File: src/rtl/sup_pkg.sv
package sup_pkg;
    typedef enum logic [1:0] {
        S_HOLD  = 2'd0,
        S_RST   = 2'd1,
        S_WATCH = 2'd2,
        S_OFF   = 2'd3
    } sup_state_t;
endpackage

File: src/rtl/sup_sync.sv
module sup_sync (
    input  logic clk,
    input  logic arst_n,
    input  logic din,
    output logic edge_p
);
    logic [2:0] stg;

    always_ff @(posedge clk or negedge arst_n) begin
        if (!arst_n) stg <= 3'b000;
        else         stg <= {stg[1:0], din};
    end

    assign edge_p = stg[1] ^ stg[2];
endmodule

File: src/rtl/sup_tick.sv
module sup_tick #(
    parameter int DIV = 4
) (
    input  logic clk,
    input  logic arst_n,
    input  logic clr,
    input  logic ext_mode,
    output logic tick
);
    localparam int PW = (DIV > 1) ? $clog2(DIV) : 1;
    localparam logic [PW-1:0] LAST = PW'(DIV - 1);

    logic [PW-1:0] pre;

    always_ff @(posedge clk or negedge arst_n) begin
        if (!arst_n)          pre <= '0;
        else if (clr)         pre <= '0;
        else if (pre == LAST) pre <= '0;
        else                  pre <= pre + PW'(1);
    end

    assign tick = ext_mode | (pre == LAST);
endmodule

File: src/rtl/sup_rst_wdt.sv
module sup_rst_wdt
    import sup_pkg::*;
#(
    parameter int CLK_PER_MS     = 200000,
    parameter int EXT_RST        = 2048,
    parameter int EXT_WD         = 1024,
    parameter int EXT_WD_LONG    = 4096,
    parameter int INT_RST_MS     = 200,
    parameter int INT_WD_FAST_MS = 100,
    parameter int INT_WD_SLOW_MS = 1600,
    parameter int INT_WD_LONG_MS = 1600
) (
    input  logic clk,
    input  logic arst_n,
    input  logic supply_low,
    input  logic batt_mode,
    input  logic strobe_float,
    input  logic strobe,
    input  logic ext_clk_mode,
    input  logic fast_wdog,
    output logic rst_out,
    output logic rst_out_n,
    output logic wdog_fault_n
);
    localparam int M1 = (EXT_RST > EXT_WD) ? EXT_RST : EXT_WD;
    localparam int M2 = (M1 > EXT_WD_LONG) ? M1 : EXT_WD_LONG;
    localparam int M3 = (M2 > INT_RST_MS) ? M2 : INT_RST_MS;
    localparam int M4 = (M3 > INT_WD_FAST_MS) ? M3 : INT_WD_FAST_MS;
    localparam int M5 = (M4 > INT_WD_SLOW_MS) ? M4 : INT_WD_SLOW_MS;
    localparam int LIM_MAX = (M5 > INT_WD_LONG_MS) ? M5 : INT_WD_LONG_MS;
    localparam int CW = $clog2(LIM_MAX + 1);

    sup_state_t    state, nxt;
    logic [CW-1:0] cnt, rst_lim, wd_lim, cur_lim;
    logic          first_q, fault_q;
    logic          tick, sync_edge, wd_dis, expire, restart;

    assign wd_dis = batt_mode | strobe_float;

    sup_sync u_sync (
        .clk    (clk),
        .arst_n (arst_n),
        .din    (strobe),
        .edge_p (sync_edge)
    );

    sup_tick #(.DIV(CLK_PER_MS)) u_tick (
        .clk      (clk),
        .arst_n   (arst_n),
        .clr      (restart),
        .ext_mode (ext_clk_mode),
        .tick     (tick)
    );

    // period selection
    always_comb begin
        rst_lim = ext_clk_mode ? CW'(EXT_RST) : CW'(INT_RST_MS);
        if (ext_clk_mode)   wd_lim = first_q ? CW'(EXT_WD_LONG) : CW'(EXT_WD);
        else if (first_q)   wd_lim = CW'(INT_WD_LONG_MS);
        else                wd_lim = fast_wdog ? CW'(INT_WD_FAST_MS) : CW'(INT_WD_SLOW_MS);
        cur_lim = (state == S_RST) ? rst_lim : wd_lim;
    end

    assign expire = tick & (cnt == cur_lim - CW'(1));

    // next state
    always_comb begin
        nxt = state;
        if (supply_low) begin
            nxt = S_HOLD;
        end else begin
            unique case (state)
                S_HOLD:  nxt = S_RST;
                S_RST:   if (expire) nxt = wd_dis ? S_OFF : S_WATCH;
                S_WATCH: begin
                    if (wd_dis)                    nxt = S_OFF;
                    else if (!sync_edge && expire) nxt = S_RST;
                end
                S_OFF:   if (!wd_dis) nxt = S_WATCH;
            endcase
        end
    end

    assign restart = (nxt != state) |
                     ((state == S_WATCH) & (nxt == S_WATCH) & sync_edge);

    // state register
    always_ff @(posedge clk or negedge arst_n) begin
        if (!arst_n) state <= S_HOLD;
        else         state <= nxt;
    end

    // period counter, window length and fault latch
    always_ff @(posedge clk or negedge arst_n) begin
        if (!arst_n) begin
            cnt     <= '0;
            first_q <= 1'b1;
            fault_q <= 1'b0;
        end else begin
            if (restart)
                cnt <= '0;
            else if (tick && (state == S_RST || state == S_WATCH))
                cnt <= cnt + CW'(1);

            if (state != S_WATCH && nxt == S_WATCH)
                first_q <= 1'b1;
            else if (state == S_WATCH && nxt == S_WATCH && restart)
                first_q <= 1'b0;

            if (supply_low || wd_dis || sync_edge)
                fault_q <= 1'b0;
            else if (state == S_WATCH && nxt == S_RST)
                fault_q <= 1'b1;
        end
    end

    // outputs
    always_comb begin
        rst_out      = supply_low | (state == S_HOLD) | (state == S_RST);
        rst_out_n    = ~rst_out;
        wdog_fault_n = ~(fault_q & ~wd_dis & ~supply_low);
    end

    // a low supply lands the controller in the hold state
    a_r2_hold_on_low: assert property (@(posedge clk) disable iff (!arst_n)
        supply_low |=> (state == S_HOLD));

    // the reset pulse ends exactly when its period runs out
    a_r3_rst_ends: assert property (@(posedge clk) disable iff (!arst_n)
        (state == S_RST && !supply_low && tick && cnt == rst_lim - CW'(1)) |=> (state != S_RST));

    // an unkicked expiry starts a reset pulse and latches the fault
    a_r7_bite: assert property (@(posedge clk) disable iff (!arst_n)
        (state == S_WATCH && !supply_low && !wd_dis && !sync_edge && expire)
        |=> (state == S_RST && fault_q));

    // a synchronized strobe edge clears the fault
    a_r8_kick_clears: assert property (@(posedge clk) disable iff (!arst_n)
        sync_edge |=> !fault_q);

    // a disabled watchdog never holds a fault
    a_r10_dis_no_fault: assert property (@(posedge clk) disable iff (!arst_n)
        (wd_dis || supply_low) |=> !fault_q);

    // re-enabling resumes with the long window
    a_r11_resume_long: assert property (@(posedge clk) disable iff (!arst_n)
        (state == S_OFF && !wd_dis && !supply_low) |=> (state == S_WATCH && first_q));
endmodule

File: config.mk
export PLATFORM = sky130hd
export DESIGN_NAME = sup_rst_wdt
export DESIGN_NICKNAME = d
export VERILOG_FILES = /design/src/rtl/sup_pkg.sv /design/src/rtl/sup_sync.sv /design/src/rtl/sup_tick.sv /design/src/rtl/sup_rst_wdt.sv
export SDC_FILE = /design/constraint.sdc
export NUM_CORES = 1
export LEC_CHECK = 0
export BUFFER_PORTS_ARGS = -buffer_cell sky130_fd_sc_hd__buf_2
export CAP_MARGIN = 40
export CORE_MARGIN = 3
export CORE_UTILIZATION = 30
export DETAILED_ROUTE_END_ITERATION = 8
export MAX_ROUTING_LAYER = met4
export SKIP_CTS_REPAIR_TIMING = 1
export SLEW_MARGIN = 10
export SYNTH_ARGS = -nofsm -noshare
export SYNTH_HDL_FRONTEND = slang
export SYNTH_SLANG_ARGS = --single-unit
export TNS_END_PERCENT = 100
File: constraint.sdc
create_clock -name clk -period 3.15 [get_ports clk]
set_clock_uncertainty 0.1 [all_clocks]
set_input_delay 0.63 -clock clk [delete_from_list [all_inputs] [get_ports clk]]
set_output_delay 0.63 -clock clk [all_outputs]
set_load 0.01 [all_outputs]
Yosys cells after proc, flatten, opt, wreduce, memory -nomap -nowiden. Index checks and enable logic that the tools add are counted.

Flip-flop bits (word level): 38. Output and inout bits: 3.

$add $sub $neg: 3. Equal/unequal tests: 9. Mux-type cells: 21. Bitwise gates (word level): 15. Reduce and logical (&&, ||, !) cells: 14.

Operator list (count): $mux 13 (5); $mux 18 (2); $mux 11 (2); $add 18x1->18 const B (1); $eq 18x18->1 const B (1); $add 13x1->13 const B (1); $eq 13x13->1 (1); $sub 13x1->13 const B (1); $mux 12 (1); $mux 2 (5); $pmux 2 s4 (1); $eq 2x2->1 const B (3); $logic_and 1x1->1 (6); $reduce_bool 2->1 (3); $and 1x1->1 (5); $mux 1 (5); $or 1x1->1 (5); $eq 2x1->1 const B (2); $not 1->1 (4); $logic_or 1x1->1 (3); $logic_not 2->1 (1); $ne 2x2->1 (1); $ne 2x2->1 const B (1); $logic_not 1->1 (1); $xor 1x1->1 (1).

Longest topological paths before layout. Gate-level depths: netlist of the first run.

Depth in word-level cells: 19. Depth in mapped cells: 12. Depth with buffers taken out: 10.

Cells and area by module. A second synthesis of the first run with hierarchy kept.

Cell total of the unflattened synthesis: 249. Area total of the unflattened synthesis: 2292.2 µm².

Modules (own cells, without submodules): sup_rst_wdt (instances 1, cells an instance 153, area an instance 1306.3 µm², sequential area each 426.7 µm²); sup_tick (instances 1, cells an instance 92, area an instance 902.1 µm², sequential area each 450.4 µm²); sup_sync (instances 1, cells an instance 4, area an instance 83.8 µm², sequential area each 75.1 µm²).

Least setup slack after synthesis of the first run. Ideal clock, no wire load.

Path type: reg-to-reg. Start: reg state[1]. End: reg u_tick.pre[10]. Library setup time: 0.081 ns. Arrival time: 3.054 ns. Slack: -0.086 ns. Cell stages (with the launch flop): 12. Path buffers: 2. Cell sequence: dfrtp_1 > inv_1 > ha_1 > buf_4 > or3_1 > o22ai_1 > or4b_4 > or3_1 > o311a_2 > a211o_1 > buf_6 > nor3_2.

Cells in the longest elaborated chain, start to end: 15. Elaborated cells on any way between the ends: 21. Classes of those cells: 1 x add/sub; 6 x eq/ne; 8 x mux; 4 x bitwise; 2 x reduce/logical.

Ends and longest elaborated chain: start: declaration (RTL line sup_rst_wdt.sv:33) `sup_state_t state, nxt;`; start signal: assignment (RTL line sup_rst_wdt.sv:90) `else state <= nxt;`; $eq 2x1->1 (RTL line sup_rst_wdt.sv:61, sup_rst_wdt.sv:72); $mux 13 (RTL line sup_rst_wdt.sv:61) `cur_lim = (state == S_RST) ? rst_lim : wd_lim;`; $sub 13x1->13 (RTL line sup_rst_wdt.sv:64) `assign expire = tick & (cnt == cur_lim - CW'(1));`; $eq 13x13->1 (RTL line sup_rst_wdt.sv:64); $and 1x1->1 (RTL line sup_rst_wdt.sv:64); $logic_and 1x1->1 (RTL line sup_rst_wdt.sv:77) `else if (!sync_edge && expire) nxt = S_RST;`; $mux 2 (RTL line sup_rst_wdt.sv:77); $mux 2 (RTL line sup_rst_wdt.sv:76) `if (wd_dis) nxt = S_OFF;`; $pmux 2 s4 (RTL line sup_rst_wdt.sv:72) `unique case (state)`; $mux 2 (RTL line sup_rst_wdt.sv:69) `if (supply_low) begin`; $eq 2x2->1 (RTL line sup_rst_wdt.sv:85) `((state == S_WATCH) & (nxt == S_WATCH) & sync_edge);`; $and 1x1->1 (2 in a row) (RTL line sup_rst_wdt.sv:85); $or 1x1->1 * (RTL line sup_rst_wdt.sv:84) `assign restart = (nxt != state) |`; $mux 18 * (RTL line sup_tick.sv:17) `else if (clr) pre <= '0;`; end signal: assignment (RTL line sup_tick.sv:19) `else pre <= pre + PW'(1);`; end: declaration (RTL line sup_tick.sv:13) `logic [PW-1:0] pre;`.

Mark *: on every way between the ends. The rest lies on a longest branch, timed or not. A chain may end at the register's enable or synchronous reset.

Final worst setup path of the first run.
Start: reg state[0]. End: reg u_tick.pre[17].

Same word-level chain as after synthesis.

==> results of run 1 <==
==> cells by family after synthesis <==
kind of cell               count (synthesis)
AOI/OAI and AO/OA                         28
xor gates and xnor gates                  31
adders and majority gates                  7
buffers and inverters                     14
DFF                                       38
muxes                                      2
and+or+nand+nor                          120
==> path summary, 6_finish.rpt <==
| kind | start | to | slack [ns] | cells after the start |
|---|---|---|---|---|
| min | arst_n | u_tick.pre[12] | 0.16 | 1 |
| min in group clk | u_sync.stg[0] | u_sync.stg[1] | 0.26 | 0 |
| max reg2reg | state[0] | u_tick.pre[17] | 0.13 | 9 |
| min reg2reg | u_sync.stg[0] | u_sync.stg[1] | 0.26 | 0 |
| max in group asynchronous | arst_n | first_q | 2.26 | 2 |
| max | state[0] | u_tick.pre[17] | 0.13 | 9 |
==> flip-flops by register name, summed over array words and instances (netlist names) <==
register    flops
u_tick.pre     18
cnt            13
u_sync.stg      3
state           2
fault_q         1
first_q         1
==> stage by stage <==
step | utilization (%) | setup slack [ns] | cells | hold WS, ns
after detailed placement | 36.0 | -0.0501 | 356 | 0.244
after global routing | 39.3 | 0.00617 | 367 | 0.180
after floorplan | - | 0.0131 | 240 | 0.231
final | 39.3 | 0.127 | 367 | 0.157
after global placement | 35.6 | 0.00104 | 355 | 0.237
after CTS | 37.7 | -0.0249 | 364 | 0.167
==> synth_stat cells (2+ instances only) <==
| library cell | count | area [sq um] |
|---|---|---|
| xor2_1 | 26 | 228 |
| nor3_1 | 7 | 35.0 |
| mux2i_1 | 2 | 20.0 |
| buf_2 | 2 | 10.0 |
| nor3b_1 | 2 | 15.0 |
| and4_1 | 3 | 26.3 |
| xnor2_1 | 5 | 43.8 |
| nand2_1 | 21 | 78.8 |
| or2_2 | 2 | 12.5 |
| nand2b_1 | 2 | 12.5 |
| inv_1 | 7 | 26.3 |
| and3_1 | 6 | 37.5 |
| buf_6 | 2 | 22.5 |
| ha_1 | 7 | 87.6 |
| nor2b_1 | 2 | 12.5 |
| a21oi_1 | 6 | 30.0 |
| a211o_1 | 2 | 17.5 |
| nor3_2 | 9 | 90.1 |
| nand3_1 | 13 | 65.1 |
| nand4_1 | 5 | 31.3 |
| dfrtp_1 | 37 | 926 |
| o22ai_1 | 2 | 12.5 |
| nor2_1 | 40 | 150 |
| or3_1 | 2 | 12.5 |
| a31oi_1 | 3 | 18.8 |
| o31a_1 | 2 | 17.5 |
| o31ai_1 | 3 | 22.5 |
==> power groups by stage <==
stage               logic [mW]  registers, mW  clock network (mW)
finish                   0.185          0.536               0.438
global route             0.206          0.538               0.463
CTS                      0.158          0.535               0.448
detailed placement       0.158          0.544                   0
global placement         0.151          0.543                   0
floorplan               0.0998          0.539                   0
==> routing by layer <==
layer / wire length [um] / vias to the layer above / track usage [%] / share of wire, %
met5: 0 / - / - / 0
met4: 104 / 0 / 4.83 / 2.2
met3: 179 / 11 / 2.19 / 3.8
met2: 2050 / 44 / 17.3 / 43
met1: 2390 / 842 / 15.2 / 51
li1: - / 899 / - / -
==> critical path, stage by stage, from the launching register on <==
cell	delay [ns]
dfrtp_1	0.42
ha_4	0.20
or3_1	0.36
o22ai_2	0.16
or4b_4	0.50
or3_4	0.35
o311a_2	0.16
a211o_4	0.39
clkbuf_16	0.17
nor3_2	0.14
==> layout make-up <==
| cell class | count | area (sq um) |
|---|---|---|
| fill | 681 | 4260 |
| multi-input combinational | 188 | 1280 |
| sequential | 38 | 953 |
| timing repair buffer | 29 | 260 |
| tap | 96 | 120 |
| clock buffer | 7 | 86.3 |
| clock inverter | 1 | 30.0 |
| inverter | 8 | 30.0 |
==> results.toml, run 1 <==
[synth]
ys_seq_elements = 38
yosysUniqueCellTypes = 47
syn_nets = 255
synth_compound_area_share_pct = 9.08
synth_cells = 240
ys_seq_area_share_pct = 42.4
synth_edf_count = 0
avgSynthCellArea_sq_um = 9.36
synth_xor_area_share_pct = 12.1
ys_warn_count = 0
muxShareOfSynthArea_pct = 0.891
netlist_area_sq_mm = 0.00225
synth_ff_type = "dfrtp_1"
synth_top_family_by_area = "simple AND/OR/NAND/NOR gates"
synth_adder_area_share_pct = 3.90
synth_simple_gate_area_share_pct = 28.4
synth-async-reset-ratio_pct = 100

[floorplanning]
dieArea_sq_mm = 0.00856
dieHeight_um = 92.5
rows = 30
coreArea_sq_mm = 0.00702
die_w_um = 92.5
ioPinCount = 11
start_util_pct = 32.0

[placement]
hpwl_mm = 3.24
place_congestion = 0.870
portBuffers = 10
dpl-instance-area_sq_mm = 0.00253

[clocking]
clock_latency_ns = 0.29
cts_tree = "yes"
cts_made_buffers = 5
cts_sinks = 38
clk_pin_slew_worst_paths_ns = 0.08
h-tree-depth = 2
cts-root-buf = "clkbuf_8"
clk_path_buf_depth = 2

[pwr]
switching_power_mw = 0.299
peakVddDrop_uv = 230
power_frac_seq_pct = 46.2
intPower_mw = 0.860
p_per_area_mw_per_mm2 = 420
power.total_mw = 1.16
p_sw_share_pct = 25.8
p_clk_share_pct = 37.8
p_leak_nw = 1.23
comb_power_share_pct = 16.0

[global_routing]
grt_start_max_net_pins = 24
gr-total-overflow = 0
grt_usage_pct = 11.5
antenna_found_initial = 0
grt_first_pass_wirelength_mm = 7.85
grt_pass1_vias = 1692

[routing]
vias = 1796
drt_pass1_iterations = 5
dr.first_iter.drc_count = 75
drcViolationCount = 0
routed_wl_mm = 4.72
drt-wirelength-per-cell_um = 12.9
vias_per_cell = 4.89
ant_nets = 0

[timing]
slew_headroom_pct = 68.6
drv_slew = 0
fin_crit_ns = 3.02
fmax_mhz = 331
setup_viol = 0
worstMarginPinSlew_ns = 0.469
period_share_pct = 96.0
setup_tns_ns = 0
finalHoldViolCount = 0
rsz0062_at_grt = "false"

[status]
status = "finished, final reports clean"

[worst_setup_path]
cp_data_required_time_ns = 3.27
criticalPathCategory = "register to register"
path_max_fanout = 6
cp-start-kind = "register"
endpoint_kind = "register"
worstPathArrival_ns = 3.15

[layout]
final_common_cell = "nor2_1"
final_cell_mix = "40 x nor2_1, 36 x dfrtp_1, 26 x xor2_1"
nets = 285
stdcell_area_sq_mm = 0.00276
areaGrowthSynthToFinish_pct = 22.9
diodes = 0
layout-drive-gt1-share_pct = 22.1

[min_path]
hold_path_class = "primary input to asynchronous set/reset pin"

[job]
maxCapViolations = 0
No activity file was read; power rests on OpenSTA's default activity.
==> inputs of run 2 (changes only) <==
- GPL_ROUTABILITY_DRIVEN: default -> 0
- SETUP_SLACK_MARGIN: default -> 0.15
==> run 2 against run 1 <==
Against the previous run: sequential power hardly changed; design area is 1.4% lower; sequential share of layout area is 0.52 points higher; clock-buffer cell count is 1 lower; non-clock buffer count is 2 lower; first-iteration DRC count is 25% higher; fmax hardly changed; register-to-register slack hardly changed; combinational power hardly changed; critical path depth stayed put; setup slack worse by 0.0010 ns.
==> results.toml, run 2 (same netlist as run 1, synthesis figures left out) <==
[timing]
period_share_pct = 96.0
setup_tns_ns = 0
drv_slew = 0
finalHoldViolCount = 0
rsz0062_at_grt = "true"
worstMarginPinSlew_ns = 0.530
setup_viol = 0
slew_headroom_pct = 64.5
fin_crit_ns = 3.02
fmax_mhz = 331

[layout]
diodes = 0
final_cell_mix = "39 x nor2_1, 35 x dfrtp_1, 26 x xor2_1"
nets = 283
top_regs = "u_tick.pre: 18 flops, cnt: 13 flops, u_sync.stg: 3 flops"
largest_reg_flops = 18
final_common_cell = "nor2_1"
layout-drive-gt1-share_pct = 22.7
nFillCells = 737
ff_latch_area_sq_um = 955
multi_input_area_sq_mm = 0.00130
final_core_util_pct = 38.8
areaGrowthSynthToFinish_pct = 21.2
top_register = "u_tick.pre"

[global_routing]
grt_pass1_vias = 1768
grt_usage_pct = 11.7
antenna_found_initial = 0
gr-total-overflow = 0
grt_start_max_net_pins = 32
grt_first_pass_wirelength_mm = 7.81

[worst_setup_path]
path_max_fanout = 8
crit_path_start = "state[0]"
endpoint_kind = "register"
cpPeakStageDelay_ns = 0.52
worstPathArrival_ns = 3.15
cp-start-kind = "register"
criticalPathCategory = "register to register"
path_cells = "ha_4 -> or3_1 -> o22ai_2 -> or4b_4 -> or3_4 -> o311a_4 -> a211o_4 -> clkbuf_16 -> nor3_2"
reg2reg_depth = 9
cp_data_required_time_ns = 3.27
crit_family = "simple AND/OR/NAND/NOR gates"
cp-endpoint = "u_tick.pre[16]"
rr_endpoint = "u_tick.pre[16]"
path_buf_inv = 1
r2r_slack_ns = 0.13
crit_slowest_cell = "or4b_4"
cp.depth = 9
rr_startpoint = "state[0]"

[placement]
portBuffers = 10
hpwl_mm = 3.20

[floorplanning]
die_w_um = 92.5
rows = 30
coreArea_sq_mm = 0.00702
start_util_pct = 32.0
dieArea_sq_mm = 0.00856
ioPinCount = 11
dieHeight_um = 92.5

[clocking]
h-tree-depth = 2
cts-root-buf = "clkbuf_8"
cts_sinks = 38
clk_pin_slew_worst_paths_ns = 0.08
cts_tree = "yes"
clock_latency_ns = 0.29
clk_path_buf_depth = 2
cts_made_buffers = 5

[job]
maxCapViolations = 0

[pwr]
p_per_area_mw_per_mm2 = 383
peakVddDrop_uv = 162
power.total_mw = 1.04
p_leak_nw = 1.20

[routing]
drcViolationCount = 0
routed_wl_mm = 4.65
drt_pass1_iterations = 4
vias = 1798
vias_per_cell = 4.93
ant_nets = 0
drt-wirelength-per-cell_um = 12.7
dr.first_iter.drc_count = 94

[status]
status = "finished, final reports clean"

[min_path]
hold_path_class = "primary input to asynchronous set/reset pin"
-- run 2: power breakdown --
part / switching (mW) / internal (mW) / total, mW
logic: 0.0959 / 0.0900 / 0.186
clock network: 0.170 / 0.153 / 0.324
registers: 0.0241 / 0.511 / 0.535
total: 0.290 / 0.754 / 1.04
-- run 2: worst min-delay path by stage --
stage | slack, ns | start | cells after the start | end
2_1_floorplan | 0.23 | arst_n | 0 | cnt[0]
3_3_place_gp | 0.23 | u_sync.stg[0] | 0 | u_sync.stg[1]
3_5_place_dp | 0.23 | u_sync.stg[0] | 0 | u_sync.stg[1]
4_1_cts | 0.10 | arst_n | 1 | u_tick.pre[11]
5_1_grt | 0.11 | arst_n | 1 | u_tick.pre[12]
6_report | 0.11 | arst_n | 1 | u_tick.pre[11]
-- run 2: final cells by class --
cell class,count,share of cell area (%)
well taps,96,4.41
inverters,8,1.10
multi-input cells,188,47.7
flip-flops and latches,38,35.0
clock inverters,2,0.367
repair buffers,27,8.73
clock buffers,6,2.66
-- run 2: worst register-to-register path, stage by stage, from the launching register on --
cell	delay, ns
dfrtp_1	0.41
ha_4	0.20
or3_1	0.36
o22ai_2	0.17
or4b_4	0.52
or3_4	0.36
o311a_4	0.14
a211o_4	0.38
clkbuf_16	0.18
nor3_2	0.14
-- run 2: layer usage --
metal  routed length, um  GRT usage, %  up-vias
met5                   0             -        -
met1                2180          14.0      882
met2                2250          18.9       19
met4                  72          4.46        0
li1                    -             -      891
met3                 144          3.09        6
-- run 2: metrics by stage --
step | hold WS [ns] | setup WS, ns | cells | instance area, sq um
finish | 0.108 | 0.126 | 365 | 2720
global route | 0.112 | 0.0334 | 365 | 2720
CTS | 0.103 | 0.0955 | 360 | 2590
detailed placement | 0.235 | 0.0165 | 352 | 2510
global placement | 0.235 | 0.0635 | 351 | 2490
floorplan | 0.231 | 0.152 | 240 | 2270
